$ cat config.mk
export PLATFORM = sky130hd
export DESIGN_NAME = dual_port_pio
export DESIGN_NICKNAME = d
export VERILOG_FILES = /design/src/rtl/pio_pkg.sv /design/src/rtl/pio_mode_ctl.sv /design/src/rtl/pio_edge.sv /design/src/rtl/pio_port.sv /design/src/rtl/dual_port_pio.sv
export SDC_FILE = /design/constraint.sdc
export NUM_CORES = 1
export LEC_CHECK = 0
export ABC_CLOCK_PERIOD_IN_PS = 5700
export BUFFER_PORTS_ARGS = -buffer_cell sky130_fd_sc_hd__buf_4
export CORE_MARGIN = 4
export CORE_UTILIZATION = 40
export CTS_BUF_LIST = sky130_fd_sc_hd__clkbuf_8 sky130_fd_sc_hd__clkbuf_16
export DETAILED_ROUTE_END_ITERATION = 10
export GPL_TIMING_DRIVEN = 0
export PLACE_DENSITY = 0.71
export SYNTH_ARGS = -nofsm -noshare
export SYNTH_HDL_FRONTEND = slang
export SYNTH_SLANG_ARGS = --single-unit
$ cat constraint.sdc
create_clock -name clk -period 5.7 [get_ports clk]
set_clock_uncertainty 0.15 [all_clocks]
set_input_delay 0 -clock clk [delete_from_list [all_inputs] [get_ports clk]]
set_output_delay 0 -clock clk [all_outputs]
set_load 0.01 [all_outputs]
$ cat src/rtl/pio_pkg.sv
package pio_pkg;
  typedef enum logic [1:0] {
    PM_IN    = 2'b00,
    PM_OUT   = 2'b01,
    PM_BIDIR = 2'b10,
    PM_BITS  = 2'b11
  } pio_mode_e;
endpackage

$ cat src/rtl/pio_mode_ctl.sv
module pio_mode_ctl
  import pio_pkg::*;
(
  input  logic       clk,
  input  logic       rst_n,
  input  logic [1:0] req_a,
  input  logic [1:0] req_b,
  output pio_mode_e  mode_a,
  output pio_mode_e  mode_b,
  output logic       chg_a,
  output logic       chg_b
);
  pio_mode_e nxt_a, nxt_b;

  always_comb begin
    nxt_b = pio_mode_e'(req_b);
    // port B never goes bidirectional
    if (nxt_b == PM_BIDIR) nxt_b = mode_b;
    // port B is pinned to bit mode while A owns its handshake
    if ((mode_a == PM_BIDIR) && (nxt_b != PM_BITS)) nxt_b = mode_b;
    nxt_a = pio_mode_e'(req_a);
    if ((nxt_a == PM_BIDIR) && !((mode_b == PM_BITS) && (nxt_b == PM_BITS)))
      nxt_a = mode_a;
  end

  assign chg_a = (nxt_a != mode_a);
  assign chg_b = (nxt_b != mode_b);

  always_ff @(posedge clk or negedge rst_n) begin
    if (!rst_n) begin
      mode_a <= PM_IN;
      mode_b <= PM_IN;
    end else begin
      mode_a <= nxt_a;
      mode_b <= nxt_b;
    end
  end
endmodule

$ cat src/rtl/pio_edge.sv
module pio_edge #(
  parameter int N = 2
) (
  input  logic         clk,
  input  logic         rst_n,
  input  logic [N-1:0] lvl_n,
  output logic [N-1:0] fall
);
  logic [N-1:0] lvl_q;

  always_ff @(posedge clk or negedge rst_n) begin
    if (!rst_n) lvl_q <= '1;
    else        lvl_q <= lvl_n;
  end

  assign fall = lvl_q & ~lvl_n;
endmodule

$ cat src/rtl/pio_port.sv
module pio_port #(
  parameter int W = 8
) (
  input  logic         clk,
  input  logic         rst_n,
  input  logic         clr,
  input  logic         in_en,
  input  logic         out_en,
  input  logic         ld_en,
  input  logic         cap_fall,
  input  logic         ack_fall,
  input  logic         rd_hit,
  input  logic         wr_hit,
  input  logic [W-1:0] wdata,
  input  logic [W-1:0] pin_in,
  output logic [W-1:0] in_q,
  output logic [W-1:0] out_q,
  output logic         full,
  output logic         empty,
  output logic         in_rdy,
  output logic         out_rdy
);
  logic [W-1:0] in_d, out_d;
  logic         full_d, empty_d, in_rdy_d, out_rdy_d;
  logic         cap, load, ack;

  assign cap  = in_en & cap_fall;
  assign load = out_en & wr_hit;
  assign ack  = out_en & ack_fall & out_rdy;

  always_comb begin
    in_d      = in_q;
    out_d     = out_q;
    full_d    = full;
    empty_d   = empty;
    out_rdy_d = out_rdy;
    if (cap)                   in_d  = pin_in;
    if (ld_en && wr_hit)       out_d = wdata;
    if (clr)                   full_d = 1'b0;
    else if (cap)              full_d = 1'b1;
    else if (rd_hit && in_en)  full_d = 1'b0;
    if (clr) begin
      empty_d   = 1'b0;
      out_rdy_d = 1'b0;
    end else if (load) begin
      empty_d   = 1'b0;
      out_rdy_d = 1'b1;
    end else if (ack) begin
      empty_d   = 1'b1;
      out_rdy_d = 1'b0;
    end
    in_rdy_d = in_en & ~full_d & ~clr;
  end

  always_ff @(posedge clk or negedge rst_n) begin
    if (!rst_n) begin
      in_q    <= '0;
      out_q   <= '0;
      full    <= 1'b0;
      empty   <= 1'b0;
      in_rdy  <= 1'b0;
      out_rdy <= 1'b0;
    end else begin
      in_q    <= in_d;
      out_q   <= out_d;
      full    <= full_d;
      empty   <= empty_d;
      in_rdy  <= in_rdy_d;
      out_rdy <= out_rdy_d;
    end
  end
endmodule

$ cat src/rtl/dual_port_pio.sv
module dual_port_pio
  import pio_pkg::*;
#(
  parameter int W = 8
) (
  input  logic         clk,
  input  logic         rst_n,
  input  logic [1:0]   mode_a_req,
  input  logic [1:0]   mode_b_req,
  input  logic [W-1:0] dir_a,
  input  logic [W-1:0] dir_b,
  input  logic         cpu_sel,
  input  logic         cpu_wr,
  input  logic         cpu_rd,
  input  logic [W-1:0] cpu_wdata,
  output logic [W-1:0] cpu_rdata,
  input  logic [W-1:0] pa_in,
  output logic [W-1:0] pa_out,
  output logic [W-1:0] pa_oe,
  input  logic [W-1:0] pb_in,
  output logic [W-1:0] pb_out,
  output logic [W-1:0] pb_oe,
  input  logic         a_stb_n,
  output logic         a_rdy,
  input  logic         b_stb_n,
  output logic         b_rdy,
  output logic [1:0]   stat_full,
  output logic [1:0]   stat_empty
);
  localparam int NPORT = 2;

  pio_mode_e mode_a_q, mode_b_q;
  logic      clr_a, clr_b;
  logic [NPORT-1:0] stb_fall;
  logic      a_fall, b_fall;

  pio_mode_ctl u_mode (
    .clk(clk), .rst_n(rst_n), .req_a(mode_a_req), .req_b(mode_b_req),
    .mode_a(mode_a_q), .mode_b(mode_b_q), .chg_a(clr_a), .chg_b(clr_b)
  );

  pio_edge #(.N(NPORT)) u_edge (
    .clk(clk), .rst_n(rst_n), .lvl_n({b_stb_n, a_stb_n}), .fall(stb_fall)
  );
  assign a_fall = stb_fall[0];
  assign b_fall = stb_fall[1];

  logic [NPORT-1:0] is_in, is_out, is_bits, in_en, out_en, ld_en;
  logic             a_bidir;
  assign a_bidir = (mode_a_q == PM_BIDIR);

  // per-port mode decode
  for (genvar p = 0; p < NPORT; p++) begin : g_dec
    pio_mode_e m;
    assign m          = (p == 0) ? mode_a_q : mode_b_q;
    assign is_in[p]   = (m == PM_IN);
    assign is_out[p]  = (m == PM_OUT);
    assign is_bits[p] = (m == PM_BITS);
    assign in_en[p]   = is_in[p]  | ((p == 0) && (m == PM_BIDIR));
    assign out_en[p]  = is_out[p] | ((p == 0) && (m == PM_BIDIR));
    assign ld_en[p]   = out_en[p] | is_bits[p];
  end

  logic [W-1:0] a_in_q, a_out_q, b_in_q, b_out_q;
  logic a_full, a_empty, a_in_rdy, a_out_rdy;
  logic b_full, b_empty, b_in_rdy, b_out_rdy;
  logic rd_a, wr_a, rd_b, wr_b, a_ack;

  assign rd_a  = cpu_rd & ~cpu_sel;
  assign wr_a  = cpu_wr & ~cpu_sel;
  assign rd_b  = cpu_rd &  cpu_sel;
  assign wr_b  = cpu_wr &  cpu_sel;
  assign a_ack = a_bidir ? b_fall : a_fall;

  pio_port #(.W(W)) u_port_a (
    .clk(clk), .rst_n(rst_n), .clr(clr_a),
    .in_en(in_en[0]), .out_en(out_en[0]), .ld_en(ld_en[0]),
    .cap_fall(a_fall), .ack_fall(a_ack), .rd_hit(rd_a), .wr_hit(wr_a),
    .wdata(cpu_wdata), .pin_in(pa_in), .in_q(a_in_q), .out_q(a_out_q),
    .full(a_full), .empty(a_empty), .in_rdy(a_in_rdy), .out_rdy(a_out_rdy)
  );

  pio_port #(.W(W)) u_port_b (
    .clk(clk), .rst_n(rst_n), .clr(clr_b),
    .in_en(in_en[1]), .out_en(out_en[1]), .ld_en(ld_en[1]),
    .cap_fall(b_fall), .ack_fall(b_fall), .rd_hit(rd_b), .wr_hit(wr_b),
    .wdata(cpu_wdata), .pin_in(pb_in), .in_q(b_in_q), .out_q(b_out_q),
    .full(b_full), .empty(b_empty), .in_rdy(b_in_rdy), .out_rdy(b_out_rdy)
  );

  function automatic logic [W-1:0] rd_mux(input pio_mode_e m, input logic [W-1:0] iq,
                                          input logic [W-1:0] oq, input logic [W-1:0] pin,
                                          input logic [W-1:0] dir);
    case (m)
      PM_OUT:  return oq;
      PM_BITS: return (pin & ~dir) | (oq & dir);
      default: return iq;
    endcase
  endfunction

  always_comb begin
    if (cpu_sel) cpu_rdata = rd_mux(mode_b_q, b_in_q, b_out_q, pb_in, dir_b);
    else         cpu_rdata = rd_mux(mode_a_q, a_in_q, a_out_q, pa_in, dir_a);
  end

  // pin drive
  always_comb begin
    case (mode_a_q)
      PM_OUT:   pa_oe = '1;
      PM_BITS:  pa_oe = dir_a;
      PM_BIDIR: pa_oe = {W{~b_stb_n}};
      default:  pa_oe = '0;
    endcase
    case (mode_b_q)
      PM_OUT:  pb_oe = '1;
      PM_BITS: pb_oe = dir_b;
      default: pb_oe = '0;
    endcase
  end
  assign pa_out = a_out_q;
  assign pb_out = b_out_q;

  // handshake routing: in bidirectional mode A's output ready moves to B's pin
  assign a_rdy = a_in_rdy | (a_out_rdy & ~a_bidir);
  assign b_rdy = b_in_rdy | b_out_rdy | (a_out_rdy & a_bidir);

  assign stat_full  = {b_full, a_full};
  assign stat_empty = {b_empty, a_empty};
endmodule

Word-level counts from Yosys, hierarchy flattened --
Cells that the tools add are included.
Word-level totals: register bits after elaboration 46, bits in read-only memories 0, memory bits (writable) 0, latch bits 0, output and inout port bits 46, memories kept 0, word-level logic and storage cells 107, bits of input ports 51
Operators by class: reduce and logical (&&, ||, !) cells 12, order comparisons 0, add/subtract/negate cells 0, bitwise operators 42, div/mod/pow operators 0, multiply operators 0, shift-type cells 0, equal/unequal tests 11, multiplexer cells 27
Operator list (number):
- $pmux 8 s2 | 3
- $and 8x8->8 | 4
- $pmux 8 s3 | 1
- $mux 1 | 19
- $and 1x1->1 | 18
- $not 8->8 | 2
- $or 8x8->8 | 2
- $eq 2x2->1 const B | 6
- $mux 8 | 1
- $logic_and 1x1->1 | 7
- $not 1->1 | 7
- $or 1x1->1 | 7
- $mux 2 | 3
- $reduce_bool 3->1 | 2
- $eq 2x1->1 const B | 2
- $logic_not 2->1 | 2
- $ne 2x2->1 | 2
- $and 2x2->2 | 1
- $ne 2x2->1 const B | 1
- $not 2->2 | 1
- $logic_not 1->1 | 1

Longest topological paths before layout --
Gate-level depths: netlist (run 1).
word-level depth 15, depth in mapped cells 7, gate-level depth less buffers 5

Hierarchy --
Synthesis (run 1) repeated with hierarchy kept, for this count alone.
Second synthesis, totals: cells, all modules 267, area total of the unflattened synthesis 2849.0 sq um
By module, submodules not included:
- pio_port | times used 2, cells an instance 47, sequential area each 500.5 sq um, area each 760.7 sq um
- dual_port_pio | times used 1, cells an instance 143, sequential area each 0.0 sq um, area each 993.5 sq um
- pio_mode_ctl | times used 1, cells an instance 26, sequential area each 100.1 sq um, area each 254.0 sq um
- pio_edge | times used 1, cells an instance 4, sequential area each 52.6 sq um, area each 80.1 sq um

Worst setup path after synthesis (run 1) --
No wires, ideal clock.
path kind reg-to-reg, start register u_mode.mode_a[0], end register u_port_a.in_q[0], cell stages (with the launch flop) 8, arrival 1612 ps, data required time 5425 ps, setup slack 3813 ps, buffers on the path 2, library setup time 125 ps, cell sequence dfrtp_1 > inv_1 > ha_1 > buf_6 > nor2_2 > or3b_1 > buf_6 > mux2_4
On the way: word-level cells in the longest chain between the ends 3
Ends and longest elaborated chain:
- start, declared | line pio_mode_ctl.sv:8 | output pio_mode_e mode_a,
- start signal, assigned | line pio_mode_ctl.sv:34 | mode_a <= nxt_a;
- $eq 2x2->1 / $logic_not 2->1 (equally long branches) | line dual_port_pio.sv:59, dual_port_pio.sv:56
- $or 1x1->1 (*) | line dual_port_pio.sv:59 | assign in_en[p] = is_in[p] | ((p == 0) && (m == PM_BIDIR));
- $and 1x1->1 (*) | line pio_port.sv:27 | assign cap = in_en & cap_fall;
- end signal, assigned | line pio_port.sv:64 | in_q <= in_d;
- end, declared | line pio_port.sv:16 | output logic [W-1:0] in_q,
Mark *: on every way between the ends. The rest lies on a longest branch, timed or not. A chain may end at the register's enable or synchronous reset.

Worst setup path after layout (run 1) --
start register u_mode.mode_a[0], end register u_mode.mode_b[0]
On the way: word-level cells in the longest chain between the ends 3
Ends and longest elaborated chain:
- $eq 2x2->1 | line pio_mode_ctl.sv:20 | if ((mode_a == PM_BIDIR) && (nxt_b != PM_BITS)) nxt_b = mode_b;
- $logic_and 1x1->1 | line pio_mode_ctl.sv:20
- $mux 2 | line pio_mode_ctl.sv:20
- via u_mode.nxt_b[0] | line pio_mode_ctl.sv:13 | pio_mode_e nxt_a, nxt_b;
- end signal, assigned | line pio_mode_ctl.sv:35 | mode_b <= nxt_b;
- end, declared | line pio_mode_ctl.sv:9 | output pio_mode_e mode_b,
The timed path passes the listed nets, and every way through them passes these cells.

==> results of run 1 <==
[registers in the layout, summed over array words and instances, names as in the netlist]
register / flops
u_port_a.out_q: 8
u_mode.mode_a: 2
u_port_b.in_q: 8
u_edge.lvl_q: 2
u_port_b.empty: 1
u_port_a.empty: 1
u_port_a.out_rdy: 1
u_port_b.out_q: 8
u_mode.mode_b: 2
u_port_a.in_q: 8
u_port_a.in_rdy: 1
u_port_b.out_rdy: 1
u_port_b.in_rdy: 1
u_port_a.full: 1
u_port_b.full: 1
[routing by layer]
metal / vias to the layer above / part of all wire, % / track usage [%]
met4: 0 / 1.1 / 5.357
met2: 71 / 50 / 33.21
met5: - / 0 / 0
met3: 6 / 4.7 / 4.341
met1: 1139 / 45 / 24.04
li1: 1186 / - / -
[through the flow]
stage	power [mW]	setup slack, ps
after floorplan	0.6293	3813
after global placement	0.7979	3672
after detailed placement	0.8063	3640
after CTS	1.067	3288
after global routing	1.120	3129
final	1.057	3269
[critical path, cell delays in order (launching register included)]
cell and delay [ps]:
dfrtp_1 450, inv_1 90, ha_1 210, buf_6 140, nor3_1 130, dlygate4sd3_1 560, nor2_1 40, dlygate4sd3_1 550
[area by class of cell]
class	count	area [um^2]
clock buffers	5	68.82
multi-input cells	179	1406
inverters	7	26.28
fillers	529	2439
plain buffers	17	100.1
repair buffers	133	1091
flip-flops and latches	46	1154
well taps	77	96.34
clock inverters	3	41.29
[placed cells by master, fill, tap and decap left out, drive strengths merged, types with 2 or more instances in the layout]
cell type,count
a211oi,9
a21oi,14
a221oi,10
a2bb2oi,2
and2,17
and3b,9
buf,107
clkbuf,11
dfrtp,44
dfstp,2
dlygate4sd3,37
ha,4
inv,8
mux2,40
nand2,12
nand2b,11
nand3,3
nor2,8
nor2b,3
nor3,2
o21a,2
o21ai,10
o22ai,8
xnor2,2
[power by group]
part | total, mW | internal, mW | switching [mW]
sequential | 0.440 | 0.391 | 0.0488
clock | 0.236 | 0.129 | 0.107
combinational | 0.381 | 0.219 | 0.163
total | 1.06 | 0.739 | 0.318
[path summary, 6_finish.rpt]
check / from / endpoint / depth (start not counted)
max in group asynchronous: rst_n / u_port_a.in_q[1]$_DFFE_PN0P_ / 2
hold / removal: rst_n / u_port_b.in_q[1]$_DFFE_PN0P_ / 2
setup reg to reg: u_mode.mode_a[0]$_DFF_PN0_ / u_mode.mode_b[0]$_DFF_PN0_ / 7
min in group clk: dir_a[1] / pa_oe[1] / 4
setup / recovery: u_mode.mode_a[0]$_DFF_PN0_ / u_mode.mode_b[0]$_DFF_PN0_ / 7
hold reg to reg: u_port_b.full$_DFF_PN0_ / u_port_b.in_rdy$_DFF_PN0_ / 1
[cell families after synthesis]
kind of cell,Yosys count
xor gates and xnor gates,2
AOI/OAI and AO/OA,63
buffers and inverters,24
adders and majority gates,4
muxes,40
DFF,46
and+or+nand+nor,70
==> flow_summary.toml, run 1 <==
[die]
die_area_mm2 = 0.008091
core_mm2 = 0.006422
rows = 29
io_pins = 97
initial_utilization_pct = 41.83
die_w_um = 89.95
die_y_um = 89.95

[setup_path]
start_kind = "flip-flop"
path_max_fanout = 9
crit_type = "flip-flop to flip-flop"
r2r_setup_slack_ps = 3270
crit_required_ps = 5730
cp-end-kind = "flip-flop"
arrival_ps = 2460

[synth]
synth_ff_type = "dfrtp_1"
synthDistinctLibCells = 42
synth_top_family_by_area = "multiplexers"
syn-cell-area_mm2 = 0.002686
synth-warning-count = 0
yosysMostFrequentCell = "dfrtp_1"
synth_common_cells = "dfrtp_1, mux2_2, and2_1"
synth-edff-count = 0
synthCells = 249
synthAdderAreaFrac_pct = 1.863
synth_seq_area_share_pct = 42.94
synth-xor-area-share_pct = 0.6521
synth_mux_area_share_pct = 17.89
yosys-top-cells-area = "dfrtp_1, mux2_2, mux2_4, and2_1, a221oi_1"
synth_compound_area_share_pct = 15.84
syn-num-nets = 304
ys_ff_latch = 46
synth_top_area_share_pct = 40.99
synthSimpleGateAreaFrac_pct = 16.12
async_flop_share_pct = 100.0
synth_largest_area_cell = "dfrtp_1"
synthesis.area_per_instance_um2 = 10.79

[cells_and_area]
layout.cells.non_filler = 467
final_area_mm2 = 0.003984
drive_above_1_share_pct = 41.03
nets = 444
utilization_pct = 62.03
n_antenna_cell = 0
syn_to_final_growth_pct = 48.30

[sta]
holdWs_ps = 96.74
slew_viol_final = 0
tns_ps = 0
maxSlewHeadroom_pct = 60.00
worst_pin_slew_ps = 597.8
rsz0062_at_grt = "no"
post-route-period-util_pct = 42.65
setup_viol = 0
hold_violations = 0
max_freq_mhz = 411.4
period_minus_slack_ps = 2431

[placed_design]
routabilityCongestion = 0.8378
dp.cells = 422
numPortBuffers = 96
place_area_mm2 = 0.003503
dp_hpwl_um = 5841

[global_routing]
grt_usage_pct = 19.17
grt_pass1_vias = 2507
grt_pass1_wl_um = 12600
grt_max_degree = 47
grt_remaining_overflow = 0
antenna_found_initial = 0

[cts]
post-cts-setup-buffer-count = 0
clockRootBuffer = "clkbuf_8"
post_cts_resized = 0
numCtsBuffers = 5
clk_pin_slew_worst_paths_ps = 80
insertion_delay_ps = 290
cts_tree = "built"
cts.sinks = 46
cts_buffer_depth = 2
cts_hold_buf = 37
htreeDepth = 2

[power]
powerDensity_mw_per_mm2 = 265.3
p_leak_nw = 1.856
peakVddDrop_mv = 0.1264

[drt]
drc = 0
num_vias = 2402
wirelength_um = 7746
drt_iter0_drc = 54
firstDrtPassIters = 4
wl_per_cell_um = 16.59
ant_nets = 0
via_per_inst = 5.143

[hold_path]
worst_hold_path_type = "primary input to asynchronous set/reset pin"

[run_status]
status = "finished, final reports clean"

[job]
maxCapViolCount = 0
Power figures use the tool's default switching activity.
==> inputs of run 2 (changes only) <==
ABC_AREA = 1   (was default)
ABC_CLOCK_PERIOD_IN_PS = 2000   (was 5700)
PLACE_DENSITY = 0.73   (was 0.71)
clock period = 2 ns   (was 5.7 ns; I/O delays follow)
==> flow_summary.toml, run 2 <==
[power]
power.internal_mw = 1.864
p_leak_nw = 2.114
comb_power_share_pct = 36.8
peakVddDrop_mv = 0.4933
clkPwrFrac_pct = 20.2
powerDensity_mw_per_mm2 = 714.3
power.switching_mw = 1.048
swShare_pct = 35.99
seqPwrFrac_pct = 43.0

[die]
initial_utilization_pct = 41.36
rows = 29
die_area_mm2 = 0.007967
die_y_um = 89.26
core_mm2 = 0.006386
die_w_um = 89.26
io_pins = 97

[cts]
cts_tree = "built"
htreeDepth = 2
insertion_delay_ps = 300
clk_pin_slew_worst_paths_ps = 90
clockRootBuffer = "clkbuf_8"
cts_buffer_depth = 2
cts.sinks = 46
numCtsBuffers = 5

[drt]
ant_nets = 0
wl_per_cell_um = 14.20
firstDrtPassIters = 4
via_per_inst = 5.096
drt_iter0_drc = 126
wirelength_um = 8267
num_vias = 2966
drc = 0

[synth]
synthesis.area_per_instance_um2 = 7.236
async_flop_share_pct = 100.0
synth-warning-count = 0
syn-cell-area_mm2 = 0.002641
synth_seq_area_share_pct = 43.68
synthDistinctLibCells = 24
syn-num-nets = 420
synth_ff_type = "dfrtp_1"
synth_top_area_share_pct = 41.69
synth_common_cells = "nand2_1, o21ai_0, inv_1"
synth-edff-count = 0
yosys-top-cells-area = "dfrtp_1, nand2_1, o21ai_0, inv_1, a221oi_1"
synthCells = 365
yosysMostFrequentCell = "nand2_1"
synth_largest_area_cell = "dfrtp_1"
ys_ff_latch = 46

[sta]
hold_violations = 0
maxSlewHeadroom_pct = 60.83
fin_ws_ps = -27.42
holdWs_ps = 17.02
rsz0062_at_grt = "yes"
slew_viol_final = 0
max_freq_mhz = 493.2
period_minus_slack_ps = 2027
post-route-period-util_pct = 101.4
setup_viol = 1
worst_pin_slew_ps = 587.5

[setup_path]
start_kind = "flip-flop"
slowest_stage = "dfrtp_1"
cp-end-kind = "output port"
path_max_fanout = 8
r2r_setup_slack_ps = 160
cp-endpoint = "cpu_rdata[4]"
crit_top_cell = "buf_6"
slowest_delay_ps = 410
arrival_ps = 1880
crit_chain = "buf_6 > ha_4 > buf_6 > nor2_4 > a221oi_1 > a21oi_1 > buf_4"
r2r_cells = 10
rr_startpoint = "u_mode.mode_a[1]$_DFF_PN0_"
crit_required_ps = 1850
crit_type = "flip-flop to output port"
r2r_end = "u_port_a.in_rdy$_DFF_PN0_"
critical_path.startpoint = "u_mode.mode_a[1]$_DFF_PN0_"

[global_routing]
grt_max_degree = 47
grt_pass1_wl_um = 13460
grt_pass1_vias = 2848
grt_usage_pct = 21.84
grt_remaining_overflow = 0
antenna_found_initial = 0

[cells_and_area]
nets = 559
layout_commonest_cell = "nand2_1"
syn_to_final_growth_pct = 54.33
n_antenna_cell = 0
drive_above_1_share_pct = 31.29
final_cell_mix = "nand2_1, buf_4, o21ai_0, dfrtp_1, inv_1"

[hold_path]
worst_hold_path_type = "primary input to flip-flop"

[placed_design]
routabilityCongestion = 0.9227
dp_hpwl_um = 6144
place_ws_ps = -51.22
numPortBuffers = 96

[job]
maxCapViolCount = 0

[run_status]
status = "finished with violations"
violations = "setup timing"
[run 2: cell type report]
type / instances / area, um^2
Clock inverter: 3 / 21.27
Tap cell: 77 / 96.34
Sequential cell: 46 / 1155
Fill cell: 566 / 2310
Multi-Input combinational cell: 254 / 1370
Timing Repair Buffer: 132 / 1070
Clock buffer: 5 / 68.82
Inverter: 50 / 192.7
Buffer: 15 / 102.6
[run 2: cell families after synthesis]
| family | after synthesis | synth area share (%) |
|---|---|---|
| simple gates | 160 | 23.78 |
| compound gates | 90 | 20.32 |
| buf+inv | 65 | 10.33 |
| flops | 46 | 43.68 |
| fa+ha+maj | 4 | 1.895 |
[run 2: worst min path at each step]
stage	from	endpoint	slack [ps]	depth (start not counted)
after floorplan	rst_n	u_mode.mode_a[0]$_DFF_PN0_	-450	0
after global placement	rst_n	u_port_a.full$_DFF_PN0_	-120	1
after detailed placement	rst_n	u_port_a.in_rdy$_DFF_PN0_	-110	1
after CTS	cpu_sel	u_port_b.out_rdy$_DFFE_PN0P_	8	5
after global routing	mode_b_req[1]	u_mode.mode_b[1]$_DFF_PN0_	60	6
final	cpu_sel	u_port_b.out_rdy$_DFFE_PN0P_	20	5
[run 2: per-layer routing]
layer / GRT usage, % / vias to the layer above / wire length [um]
li1: - / 1465 / -
met1: 28.75 / 1398 / 3602
met2: 36.84 / 90 / 4082
met3: 3.687 / 13 / 462
met4: 6.631 / 0 / 119
met5: 0 / - / 0
[run 2: power groups by stage]
stage / sequential [mW] / combinational [mW] / clock [mW]
floorplan: 1.23 / 0.462 / 0
global placement: 1.24 / 0.912 / 0
detailed placement: 1.24 / 0.930 / 0
CTS: 1.23 / 1.02 / 0.592
global route: 1.27 / 1.20 / 0.625
finish: 1.25 / 1.07 / 0.589
[run 2: worst max-delay path, delay by kind of cell, from the launching register on]
family | cells | cell delay [ps]
buffers and inverters | 3 | 410
flip-flops | 1 | 410
AO/OA/AOI/OAI | 2 | 330
AND/OR/NAND/NOR | 1 | 260
adder cells (fa/ha/maj) | 1 | 160
[run 2: through the flow]
step / setup TNS, ps / utilization (%) / power (mW) / std cells / instance area (um^2)
2_1_floorplan: 0 / - / 1.694 / 365 / 2641
3_3_place_gp: -349.3 / 54.15 / 2.151 / 538 / 3458
3_5_place_dp: -350.9 / 54.15 / 2.174 / 538 / 3458
4_1_cts: -73.99 / 61.93 / 2.845 / 579 / 3955
5_1_grt: -461.9 / 63.83 / 3.091 / 582 / 4076
6_report: -27.42 / 63.83 / 2.912 / 582 / 4076
[run 2: repair_timing]
item,4_1_cts,5_1_grt
setup buffers,1,3
resized for setup,21,30
hold buffers,31,0
endpoints found under the hold margin,88,0
pin swaps,6,6
endpoints found under the setup margin,27,29
gates cloned,1,0
